`src/rtl/syn_cfg_pkg.sv`:
```
package syn_cfg_pkg;
  localparam int WORD_W  = 21;
  localparam int CTL_W   = 2;
  localparam int PAY_W   = WORD_W - CTL_W;
  localparam int REF_W   = 14;
  localparam int TEST_W  = 4;
  localparam int A_W     = 5;
  localparam int B_W     = 13;
  localparam int FN_W    = 18;
  localparam int REF_MIN = 3;
  localparam int B_MIN   = 3;

  typedef enum logic [CTL_W-1:0] {
    DST_REF  = 2'b00,
    DST_FB   = 2'b01,
    DST_FN   = 2'b10,
    DST_INIT = 2'b11
  } dst_e;

  typedef struct packed {
    logic [REF_W-1:0]  ratio;
    logic [TEST_W-1:0] test;
    logic              prec;
  } ref_lat_t;

  typedef struct packed {
    logic [A_W-1:0] a;
    logic [B_W-1:0] b;
    logic           cp_hi;
  } fb_lat_t;
endpackage

```
`src/rtl/syn_in_sync.sv`:
```
module syn_in_sync #(
  parameter int W      = 3,
  parameter int STAGES = 2
) (
  input  logic         clk,
  input  logic         rst_n,
  input  logic [W-1:0] d_in,
  output logic [W-1:0] d_sync
);
  logic [W-1:0] stg_q [STAGES];

  always_ff @(posedge clk or negedge rst_n) begin
    if (!rst_n) begin
      for (int i = 0; i < STAGES; i++) stg_q[i] <= '0;
    end else begin
      stg_q[0] <= d_in;
      for (int i = 1; i < STAGES; i++) stg_q[i] <= stg_q[i-1];
    end
  end

  assign d_sync = stg_q[STAGES-1];
endmodule

```
`src/rtl/syn_edge_det.sv`:
```
module syn_edge_det #(
  parameter int W = 2
) (
  input  logic         clk,
  input  logic         rst_n,
  input  logic [W-1:0] lvl,
  output logic [W-1:0] rise
);
  logic [W-1:0] prev_q;

  always_ff @(posedge clk or negedge rst_n) begin
    if (!rst_n) prev_q <= '0;
    else        prev_q <= lvl;
  end

  assign rise = lvl & ~prev_q;
endmodule

```
`src/rtl/syn_shift.sv`:
```
module syn_shift #(
  parameter int W = 21
) (
  input  logic         clk,
  input  logic         rst_n,
  input  logic         shift_en,
  input  logic         bit_in,
  output logic [W-1:0] word
);
  logic [W-1:0] word_q, word_d;

  always_comb begin
    word_d = word_q;
    if (shift_en) word_d = {word_q[W-2:0], bit_in};
  end

  always_ff @(posedge clk or negedge rst_n) begin
    if (!rst_n) word_q <= '0;
    else        word_q <= word_d;
  end

  assign word = word_q;
endmodule

```
`src/rtl/syn_latch_bank.sv`:
```
module syn_latch_bank
  import syn_cfg_pkg::*;
(
  input  logic              clk,
  input  logic              rst_n,
  input  logic              load,
  input  logic [WORD_W-1:0] word,
  output ref_lat_t          ref_q,
  output fb_lat_t           fb_q,
  output logic [FN_W-1:0]   fn_q,
  output logic              init_pulse,
  output logic              err
);
  dst_e             dst;
  logic [PAY_W-1:0] pay;
  ref_lat_t         ref_new, ref_d, ref_r;
  fb_lat_t          fb_new, fb_d, fb_r;
  logic [FN_W-1:0]  fn_d, fn_r;
  logic             pulse_d, pulse_r, err_d, err_r;
  logic             ref_ok, fb_ok;

  assign dst = dst_e'(word[CTL_W-1:0]);
  assign pay = word[WORD_W-1:CTL_W];

  always_comb begin
    ref_new.ratio = pay[REF_W-1:0];
    ref_new.test  = pay[REF_W+TEST_W-1:REF_W];
    ref_new.prec  = pay[PAY_W-1];
    fb_new.a      = pay[A_W-1:0];
    fb_new.b      = pay[A_W+B_W-1:A_W];
    fb_new.cp_hi  = pay[PAY_W-1];
    ref_ok = (32'(ref_new.ratio) >= REF_MIN);
    fb_ok  = (32'(fb_new.b) >= B_MIN) && (fb_new.b >= B_W'(fb_new.a));
  end

  always_comb begin
    ref_d   = ref_r;
    fb_d    = fb_r;
    fn_d    = fn_r;
    err_d   = err_r;
    pulse_d = 1'b0;
    if (load) begin
      unique case (dst)
        DST_REF: begin
          if (ref_ok) ref_d = ref_new;
          else        err_d = 1'b1;
        end
        DST_FB: begin
          if (fb_ok) fb_d  = fb_new;
          else       err_d = 1'b1;
        end
        DST_FN: fn_d = pay[FN_W-1:0];
        DST_INIT: begin
          fn_d    = pay[FN_W-1:0];
          pulse_d = 1'b1;
        end
        default: ;
      endcase
    end
  end

  always_ff @(posedge clk or negedge rst_n) begin
    if (!rst_n) begin
      ref_r   <= '0;
      fb_r    <= '0;
      fn_r    <= '0;
      pulse_r <= 1'b0;
      err_r   <= 1'b0;
    end else begin
      ref_r   <= ref_d;
      fb_r    <= fb_d;
      fn_r    <= fn_d;
      pulse_r <= pulse_d;
      err_r   <= err_d;
    end
  end

  assign ref_q      = ref_r;
  assign fb_q       = fb_r;
  assign fn_q       = fn_r;
  assign init_pulse = pulse_r;
  assign err        = err_r;
endmodule

```
`src/rtl/syn_cfg_loader.sv`:
```
module syn_cfg_loader
  import syn_cfg_pkg::*;
(
  input  logic              clk,
  input  logic              rst_n,
  input  logic              ser_clk,
  input  logic              ser_data,
  input  logic              ser_le,
  output logic [REF_W-1:0]  ref_ratio,
  output logic [TEST_W-1:0] ref_test,
  output logic              ld_prec,
  output logic [A_W-1:0]    a_ratio,
  output logic [B_W-1:0]    b_ratio,
  output logic              cp_hi,
  output logic [FN_W-1:0]   func_bits,
  output logic              cnt_init_pulse,
  output logic              cfg_err
);
  localparam int PIN_W = 3;
  localparam int EDG_W = 2;

  logic             rst_q1, rst_q2;
  logic [PIN_W-1:0] pins_s;
  logic [EDG_W-1:0] edges;
  logic             shift_rise, le_rise;
  logic [WORD_W-1:0] word;
  ref_lat_t         ref_q;
  fb_lat_t          fb_q;

  always_ff @(posedge clk or negedge rst_n) begin
    if (!rst_n) begin
      rst_q1 <= 1'b0;
      rst_q2 <= 1'b0;
    end else begin
      rst_q1 <= 1'b1;
      rst_q2 <= rst_q1;
    end
  end

  syn_in_sync #(.W(PIN_W), .STAGES(2)) u_sync (
    .clk    (clk),
    .rst_n  (rst_q2),
    .d_in   ({ser_le, ser_clk, ser_data}),
    .d_sync (pins_s)
  );

  syn_edge_det #(.W(EDG_W)) u_edge (
    .clk   (clk),
    .rst_n (rst_q2),
    .lvl   (pins_s[PIN_W-1:1]),
    .rise  (edges)
  );

  assign le_rise    = edges[1];
  assign shift_rise = edges[0];

  syn_shift #(.W(WORD_W)) u_shift (
    .clk      (clk),
    .rst_n    (rst_q2),
    .shift_en (shift_rise),
    .bit_in   (pins_s[0]),
    .word     (word)
  );

  syn_latch_bank u_bank (
    .clk        (clk),
    .rst_n      (rst_q2),
    .load       (le_rise),
    .word       (word),
    .ref_q      (ref_q),
    .fb_q       (fb_q),
    .fn_q       (func_bits),
    .init_pulse (cnt_init_pulse),
    .err        (cfg_err)
  );

  assign ref_ratio = ref_q.ratio;
  assign ref_test  = ref_q.test;
  assign ld_prec   = ref_q.prec;
  assign a_ratio   = fb_q.a;
  assign b_ratio   = fb_q.b;
  assign cp_hi     = fb_q.cp_hi;
endmodule

```
`config.mk`:
```
export PLATFORM = sky130hd
export DESIGN_NAME = syn_cfg_loader
export DESIGN_NICKNAME = d
export VERILOG_FILES = /design/src/rtl/syn_cfg_pkg.sv /design/src/rtl/syn_in_sync.sv /design/src/rtl/syn_edge_det.sv /design/src/rtl/syn_shift.sv /design/src/rtl/syn_latch_bank.sv /design/src/rtl/syn_cfg_loader.sv
export SDC_FILE = /design/constraint.sdc
export NUM_CORES = 1
export LEC_CHECK = 0
export BUFFER_PORTS_ARGS = -buffer_cell sky130_fd_sc_hd__buf_2
export CAP_MARGIN = 15
export CORE_MARGIN = 8
export CORE_UTILIZATION = 40
export DETAILED_ROUTE_END_ITERATION = 10
export SLEW_MARGIN = 20
export SYNTH_ARGS = -nofsm -noshare
export SYNTH_HDL_FRONTEND = slang
export SYNTH_SLANG_ARGS = --single-unit
```
`constraint.sdc`:
```
create_clock -name clk -period 3.85 [get_ports clk]
set_clock_uncertainty 0.1 [all_clocks]
set_input_delay 0.77 -clock clk [delete_from_list [all_inputs] [get_ports clk]]
set_output_delay 0.77 -clock clk [all_outputs]
set_load 0.1 [all_outputs]
```
==> run metrics, run 1 <==
status=finished, final reports clean; GRT Util Overall=12.3%; row count=34; Hold WS=0.0919 ns; effective utilization at floorplan=40.6%; Avg Synthesized Cell Area=15.9 sq um; final net count=297; Worst Path Arrival=2.49 ns; Post-synth EDFFs=0; Total Power=3470 uW; most frequent cells in the layout=dfrtp_1 (88), buf_2 (62), mux2_2 (46), mux2_4 (20), nand2_1 (12); CTS buffer count=9; critical path launch point type=flop; Hold WC Path Type=input pin to asynchronous set/reset pin; dpl hpwl=4.67 mm; number of synthesized register bits=89; CP max FO=19; Final ANT Viol Nets=0; total number of yosys warnings=0; VDD IR max=0.000480 V; Via density=4.86; cts repair resizes=0; largest net degree at the start of global routing=59; Adder-Cell Fraction of Synth Area=1.80%; static leakage=0.00223 uW; IO buf count=62; placed cell areas=3890 sq um; routed via count=1,939; final instance area=4100 sq um; post-synthesis cell type count=29; share of total power in the clock network=19.9%; die area=11,900 sq um; Cell Area, Synth=3470 sq um; hold_buf cts=0; mux cell area share after synthesis=23.6%; GP Congestion=0.772; dpl ws=1.49 ns; final worst path period share=61.3%; DRT Pass-1 Iters=4; internal power=1810 uW; first-pass GRT wire length=11.2 mm; post-synthesis simple-gate area fraction=4.79%; Fin. Hold Viols=0; Die H=109 um; layout cells sized above 1=52.6%; Max clock buf depth=2; Setup Total Neg Slack=0 ns; Power Density=847 nW/um^2; n_diodes=0; antenna violations before repair=0; width of the die=109 um; Filler Cells Inserted=758; Net Sw Frac=47.9%; crit end category=flop; Worst-Skew Late Latency=0.35 ns; sequential share of the synthesized area=64.1%; Max-cap violations=0; syn_nets=229; Slew HR=48.5%; Fmax achieved=424 MHz; setup ws final=1.49 ns; Worst-path clk slew=0.08 ns; Worst-Margin Slew=0.771 ns; compound-gate portion of the synthesized area=3.17%; WP data required=3.98 ns; Synth Area in XOR/XNOR=0%; sequential power share=36.6%; Synth-to-Final Area Change=18.0%; vias in the first global route=2,065; drt total wl=6.79 mm; DRT iter0 DRCs=60; CTS root buf=clkbuf_8; Sink Count=89; max-slew violation count=0; # IOs=63; ys async rst share=100%; CP Class=flop to flop; gr ovfl total=0; final period demand of the worst path=2.36 ns; WL/cell=17.0 um; Comb power frac=43.6%; setup bufs post-CTS=0; CTS tree=yes; H-tree Lvls=3; largest family of logic cells by synthesized area=multiplexers; total core area=8550 sq um; top_reg_cell synth=dfrtp_1; commonest non-fill, non-tap cell in the layout=dfrtp_1; cells after synthesis=219; Post-route DRC=0; final setup vio count=0; switching power of the nets=1660 uW; RSZ-0062 raised after global routing=no
## flip-flops by register name, summed over array words and instances, names as in the netlist
name	count
rst_q1	1
rst_q2	1
u_bank.err	1
u_bank.fb_q	19
u_bank.fn_q	18
u_bank.init_pulse	1
u_bank.ref_q	19
u_edge.prev_q	2
u_shift.word	21
u_sync.d_sync	3
u_sync.stg_q	3
## worst max-delay path: stages, from the launching register on
cell and delay, ns:
dfrtp_1 0.44, inv_1 0.09, ha_1 0.27, nand2b_1 0.14, a211oi_1 0.28, o211ai_2 0.16, nand4_4 0.37, mux2_2 0.38
## cells by family (layout without fill, tap and decap cells)
| family | count (synthesis) | count (layout) |
|---|---|---|
| flip-flops | 89 | 89 |
| multiplexers | 66 | 66 |
| AND/OR/NAND/NOR | 26 | 26 |
| AO/OA/AOI/OAI | 18 | 18 |
| buffers and inverters | 14 | 86 |
| adder cells (fa/ha/maj) | 5 | 5 |
| other | 1 | 1 |
## area by class of cell
type / instances / area, sq um / share of cell area, %
sequential: 89 / 2230 / 54.4
multi-input combinational: 116 / 1160 / 28.4
timing repair buffer: 64 / 333 / 8.12
clock buffer: 12 / 145 / 3.54
tap: 108 / 135 / 3.30
clock inverter: 3 / 65.1 / 1.59
inverter: 7 / 26.3 / 0.641
## per-layer routing
layer / track usage, % / up-vias / share of wire, %
met1: 16.1 / 981 / 46
li1: - / 901 / -
met3: 4.08 / 10 / 7.2
met5: 0 / - / 0
met2: 18.1 / 47 / 45
met4: 5.50 / 0 / 1.4
## Yosys cell counts, drive strengths merged (2+ instances only)
cell type	instances	share of area, %
inv	7	0.76
mux2	66	24
nor2	2	0.29
nand3	2	0.43
o21ai	11	1.6
dfrtp	89	64
nand2	13	1.6
buf	2	1.2
o211ai	2	0.58
or4	2	0.54
a211oi	2	0.43
clkbuf	5	0.54
nand2b	2	0.36
ha	5	1.8
## final timing paths
| kind | startpoint | endpoint | slack (ns) | cells after the start |
|---|---|---|---|---|
| min in group clk | u_sync.stg_q[3] | u_sync.d_sync[0] | 0.25 | 0 |
| worst max-delay path | u_shift.word[7] | u_bank.fb_q[1] | 1.49 | 7 |
| worst max register to register | u_shift.word[7] | u_bank.fb_q[1] | 1.49 | 7 |
| worst min register to register | u_sync.stg_q[3] | u_sync.d_sync[0] | 0.25 | 0 |
| max in group asynchronous | rst_q2 | u_bank.fn_q[4] | 2.48 | 1 |
| worst min-delay path | rst_n | rst_q2 | 0.09 | 1 |
## power by group through the flow
stage / clock [uW] / combinational, uW / sequential [uW]
final: 689 / 1510 / 1270
after floorplan: 0 / 374 / 2180
after CTS: 705 / 1530 / 1280
after global routing: 743 / 1580 / 1310
after global placement: 0 / 1510 / 1290
after detailed placement: 0 / 1530 / 1290
## per-stage QoR
step	util [%]	std cells
floorplan	-	219
global placement	45.3	383
detailed placement	45.4	384
CTS	47.9	399
global route	47.9	399
finish	47.9	399
No activity file was read; power rests on OpenSTA's default activity.
==> run 2, diff against run 1 <==
Clock period 3.85 ns to 2 ns, I/O delays scaled along.
==> run metrics, run 2 (same netlist as run 1, synthesis figures left out) <==
dpl hpwl=4.92 mm; Die H=109 um; Placed Cells=415; Via density=4.76; final worst path period share=104%; failing checks=negative setup slack; static leakage=0.00249 uW; setup ws final=-0.0860 ns; Crit path largest cell delay=0.58 ns; R2R Setup Slk=-0.09 ns; CTS tree=yes; Final ANT Viol Nets=0; placed cell areas=4210 sq um; vias in the first global route=2,250; n_diodes=0; post-route insts no fill=433; crit end category=flop; crit-path cells=or4_4 -> nor2_4 -> o211ai_2 -> nand4_4 -> buf_12 -> mux2_4; met2 usage=18.4%; Hold WC Path Type=input pin to flop; DRT iter0 DRCs=50; drt total wl=6.94 mm; CTS buffer count=9; antenna violations before repair=0; gr busiest metal=met2; Worst Path Arrival=2.23 ns; Power Density=1550 nW/um^2; GR Layer Usage met3=3.90%; largest net degree at the start of global routing=58; WP data required=2.15 ns; start point of the worst hold path=ser_clk; GP Congestion=0.757; Post-route DRC=0; first-pass GRT wire length=11.6 mm; commonest non-fill, non-tap cell in the layout=dfrtp_1; die area=11,900 sq um; CP Class=flop to flop; dpl ws=-0.136 ns; # IOs=63; width of the die=109 um; H-tree Lvls=3; final setup vio count=38; final net count=330; max-slew violation count=0; RR Startpoint=u_shift.word[15]; WL/cell=16.0 um; critical path launch point type=flop; Worst-path clk slew=0.09 ns; layout cells sized above 1=59.4%; total core area=8550 sq um; Slowest cell on crit path=or4_4; GRT Util Overall=12.7%; Max-cap violations=0; Fmax achieved=479 MHz; Synth-to-Final Area Change=30.0%; RSZ-0062 raised after global routing=yes; IO buf count=62; most frequent cells in the layout=dfrtp_1 (88), buf_2 (62), mux2_2 (33), mux2_4 (33), buf_4 (27); WHS Endpoint=u_sync.stg_q[4]; DRT Pass-1 Iters=4; VDD IR max=0.000968 V; final period demand of the worst path=2.09 ns; hold path depth=1; effective utilization at floorplan=40.6%; Total Power=7020 uW; FF-to-FF End=u_bank.fb_q[4]; Fin. Hold Viols=0; Max clock buf depth=2; Worst-Skew Late Latency=0.35 ns; met1 Use GR=16.8%; Reg2Reg Depth=6; CTS root buf=clkbuf_8; routed via count=2,062; row count=34; Sink Count=89; final instance area=4520 sq um; gr ovfl total=0; max FFs per register=21; status=finished with violations; CP max FO=8
-- run 2: cell types whose count changed in the layout (fill, tap and decap cells not counted), moves of 2 or more --
cell	previous run	this run
clkinv_4	0	3
clkbuf_1	2	0
mux2_4	20	33
buf_4	1	27
clkinv_2	1	3
buf_12	0	7
mux2_2	46	33
-- run 2: repair_timing --
| action | CTS | global route |
|---|---|---|
| setup endpoints to repair | 38 | 38 |
| buffers inserted | 1 | 0 |
| cloned | 0 | 0 |
| hold endpoints to repair | 2 | 0 |
| hold buffers | 1 | 0 |
| pin swaps | 3 | 4 |
| gates resized for setup | 15 | 4 |
-- run 2: final cells by class --
| type | count | area (sq um) |
|---|---|---|
| fillers | 719 | 4030 |
| inverters | 7 | 26.3 |
| clock buffers | 9 | 124 |
| well taps | 108 | 135 |
| flip-flops and latches | 89 | 2230 |
| clock inverters | 7 | 71.3 |
| repair buffers | 97 | 663 |
| multi-input cells | 116 | 1270 |
-- run 2: layer usage --
layer | routed length (um) | part of all wire [%]
met2 | 3070 | 44
met3 | 517 | 7.4
met4 | 140 | 2.0
met5 | 0 | 0
met1 | 3220 | 46
-- run 2: per-stage QoR --
| step | util [%] | hold WS [ns] | TNS [ns] |
|---|---|---|---|
| CTS | 52.5 | 0.0270 | -2.48 |
| floorplan | - | 0.00441 | -1.44 |
| finish | 52.8 | 0.0534 | -2.30 |
| global route | 52.8 | 0.0334 | -5.93 |
| global placement | 49.3 | 0.0858 | -1.65 |
| detailed placement | 49.3 | 0.0858 | -2.82 |
-- run 2: worst max-delay path by stage --
| stage | depth (start not counted) | startpoint | slack [ns] | endpoint |
|---|---|---|---|---|
| 2_1_floorplan | 6 | u_shift.word[15] | -0.09 | u_bank.ref_q[0] |
| 3_3_place_gp | 6 | u_shift.word[15] | -0.07 | u_bank.ref_q[5] |
| 3_5_place_dp | 6 | u_shift.word[15] | -0.14 | u_bank.ref_q[9] |
| 4_1_cts | 6 | u_shift.word[15] | -0.11 | u_bank.ref_q[7] |
| 5_1_grt | 6 | u_shift.word[15] | -0.19 | u_bank.ref_q[10] |
| 6_report | 6 | u_shift.word[15] | -0.09 | u_bank.fb_q[4] |
-- run 2: worst max-delay path: cells and delay by family, from the launching register on --
family / cells / cell delay [ns]
buffers and inverters: 1 / 0.16
multiplexers: 1 / 0.30
AO/OA/AOI/OAI: 1 / 0.13
AND/OR/NAND/NOR: 3 / 0.90
flip-flops: 1 / 0.38
-- run 2: report_power, final --
group | internal [uW] | switching [uW] | leakage, uW
combinational | 950 | 2530 | 0.00120
sequential | 2140 | 202 | 0.00119
clock | 577 | 626 | 0.000103
==> run 3, diff against run 2 <==
Settings changed: BUFFER_PORTS_ARGS -buffer_cell sky130_fd_sc_hd__buf_2 to not set, DONT_BUFFER_PORTS set to 1, MAX_ROUTING_LAYER set to met4.
==> run metrics, run 3 (same netlist as run 1, synthesis figures left out) <==
Max clock buf depth=2; die area=11,900 sq um; Synth-to-Final Area Change=23.7%; fin util=50.3%; vias in the first global route=2,030; post-route insts no fill=383; row count=34; Filler Cells Inserted=699; final worst path period share=106%; CP Class=flop to flop; Slew HR=35.9%; crit end category=flop; VDD IR max=0.00110 V; n_diodes=0; max FFs per register=21; dpl hpwl=4.80 mm; H-tree Lvls=3; antenna violations before repair=0; switching power of the nets=3330 uW; RSZ-0062 raised after global routing=yes; Hold WC Path Type=input pin to asynchronous set/reset pin; Max-cap violations=0; CP max FO=8; setup ws final=-0.119 ns; Net Sw Frac=48.5%; effective utilization at floorplan=40.6%; Post-route DRC=0; Stages on worst setup path=6; WP data required=2.14 ns; # IOs=63; crit-path cells=or4_4 -> nor4_4 -> a31oi_4 -> nand2_4 -> buf_12 -> mux2_2; Worst-Margin Slew=0.961 ns; CTS tree=yes; GRT Util Overall=12.7%; CTS root buf=clkbuf_8; final period demand of the worst path=2.12 ns; final instance area=4300 sq um; largest net degree at the start of global routing=37; internal power=3540 uW; routed via count=1,922; max-slew violation count=0; Reg2Reg Depth=6; drt total wl=7.00 mm; Buf+Inv Stages, Crit Path=1; share of total power in the clock network=17.5%; Slowest cell on crit path=or4_4; most frequent cells in the layout=dfrtp_1 (88), buf_4 (37), mux2_2 (33), mux2_4 (33), nand2_1 (12); Crit path largest cell delay=0.58 ns; GP Congestion=0.703; width of the die=109 um; crit-path leading delay family=simple AND/OR/NAND/NOR gates; placed cell areas=3910 sq um; failing checks=negative setup slack; Via density=5.02; total core area=8550 sq um; final net count=280; Fin. Hold Viols=0; commonest non-fill, non-tap cell in the layout=dfrtp_1; gr ovfl total=0; static leakage=0.00221 uW; Die H=109 um; Comb power frac=25.7%; DRT Pass-1 Iters=4; Sink Count=89; WL/cell=18.3 um; sequential power share=56.7%; CTS buffer count=9; Power Density=1600 nW/um^2; Placed Cells=357; layout cells sized above 1=50.5%; Worst-path clk slew=0.08 ns; first-pass GRT wire length=11.1 mm; critical path launch point type=flop; DRT iter0 DRCs=42; Worst Path Arrival=2.26 ns; Fmax achieved=472 MHz; Worst-Skew Late Latency=0.35 ns; IO buf count=0; Final ANT Viol Nets=0; final setup vio count=38; status=finished with violations
## run 3: changes by cell type in the layout (fill, tap and decap cells not counted), sizes merged
cell	previous run	this run
inv	7	8
clkinvlp	0	2
clkinv	6	2
clkbuf	9	11
buf	96	42
dlygate4sd3	1	4
## run 3: path summary, 6_finish.rpt
path | start | end | slack [ns]
hold reg to reg | rst_q2 | u_sync.stg_q[3] | 0.20
min in group clk | u_sync.stg_q[3] | u_sync.d_sync[0] | 0.25
setup reg to reg | u_shift.word[15] | u_bank.ref_q[5] | -0.12
hold / removal | rst_n | rst_q1 | 0.17
max in group asynchronous | rst_q2 | u_bank.fb_q[1] | 0.95
setup / recovery | u_shift.word[15] | u_bank.ref_q[5] | -0.12
## run 3: cell type report
type | count | area (sq um) | area share, %
sequential | 89 | 2230 | 51.9
timing repair buffer | 47 | 443 | 10.3
multi-input combinational | 116 | 1270 | 29.5
tap | 108 | 135 | 3.14
clock inverter | 6 | 67.6 | 1.57
clock buffer | 10 | 128 | 2.97
inverter | 7 | 26.3 | 0.611
## run 3: what timing repair did
item	in CTS	in global routing
resized for setup	12	7
setup buffers	2	3
pin swaps	3	3
gates cloned	0	1
hold endpoints to repair	5	0
hold buffers	4	0
endpoints found under the setup margin	38	38
## run 3: stage by stage
step	TNS [ns]	hold slack, ns	total power (uW)	worst slack, ns
after floorplan	-1.44	0.00441	4950	-0.0884
after global placement	-1.98	0.00449	5460	-0.0636
after detailed placement	-2.87	0.00449	5490	-0.111
after CTS	-2.34	0.148	6850	-0.0852
after global routing	-5.68	0.155	7190	-0.190
final	-3.21	0.171	6870	-0.119
## run 3: power by group through the flow
| stage | clock (uW) | combinational [uW] | sequential [uW] |
|---|---|---|---|
| after floorplan | 0 | 749 | 4200 |
| after global placement | 0 | 1520 | 3940 |
| after detailed placement | 0 | 1540 | 3940 |
| after CTS | 1260 | 1680 | 3910 |
| after global routing | 1330 | 1910 | 3950 |
| final | 1200 | 1770 | 3900 |
## run 3: layer usage
metal,track usage [%],vias to the layer above,wire [um]
li1,-,867,-
met1,15.0,997,3030
met2,19.5,48,3330
met3,4.96,10,553
met4,4.34,0,93
met5,-,-,0
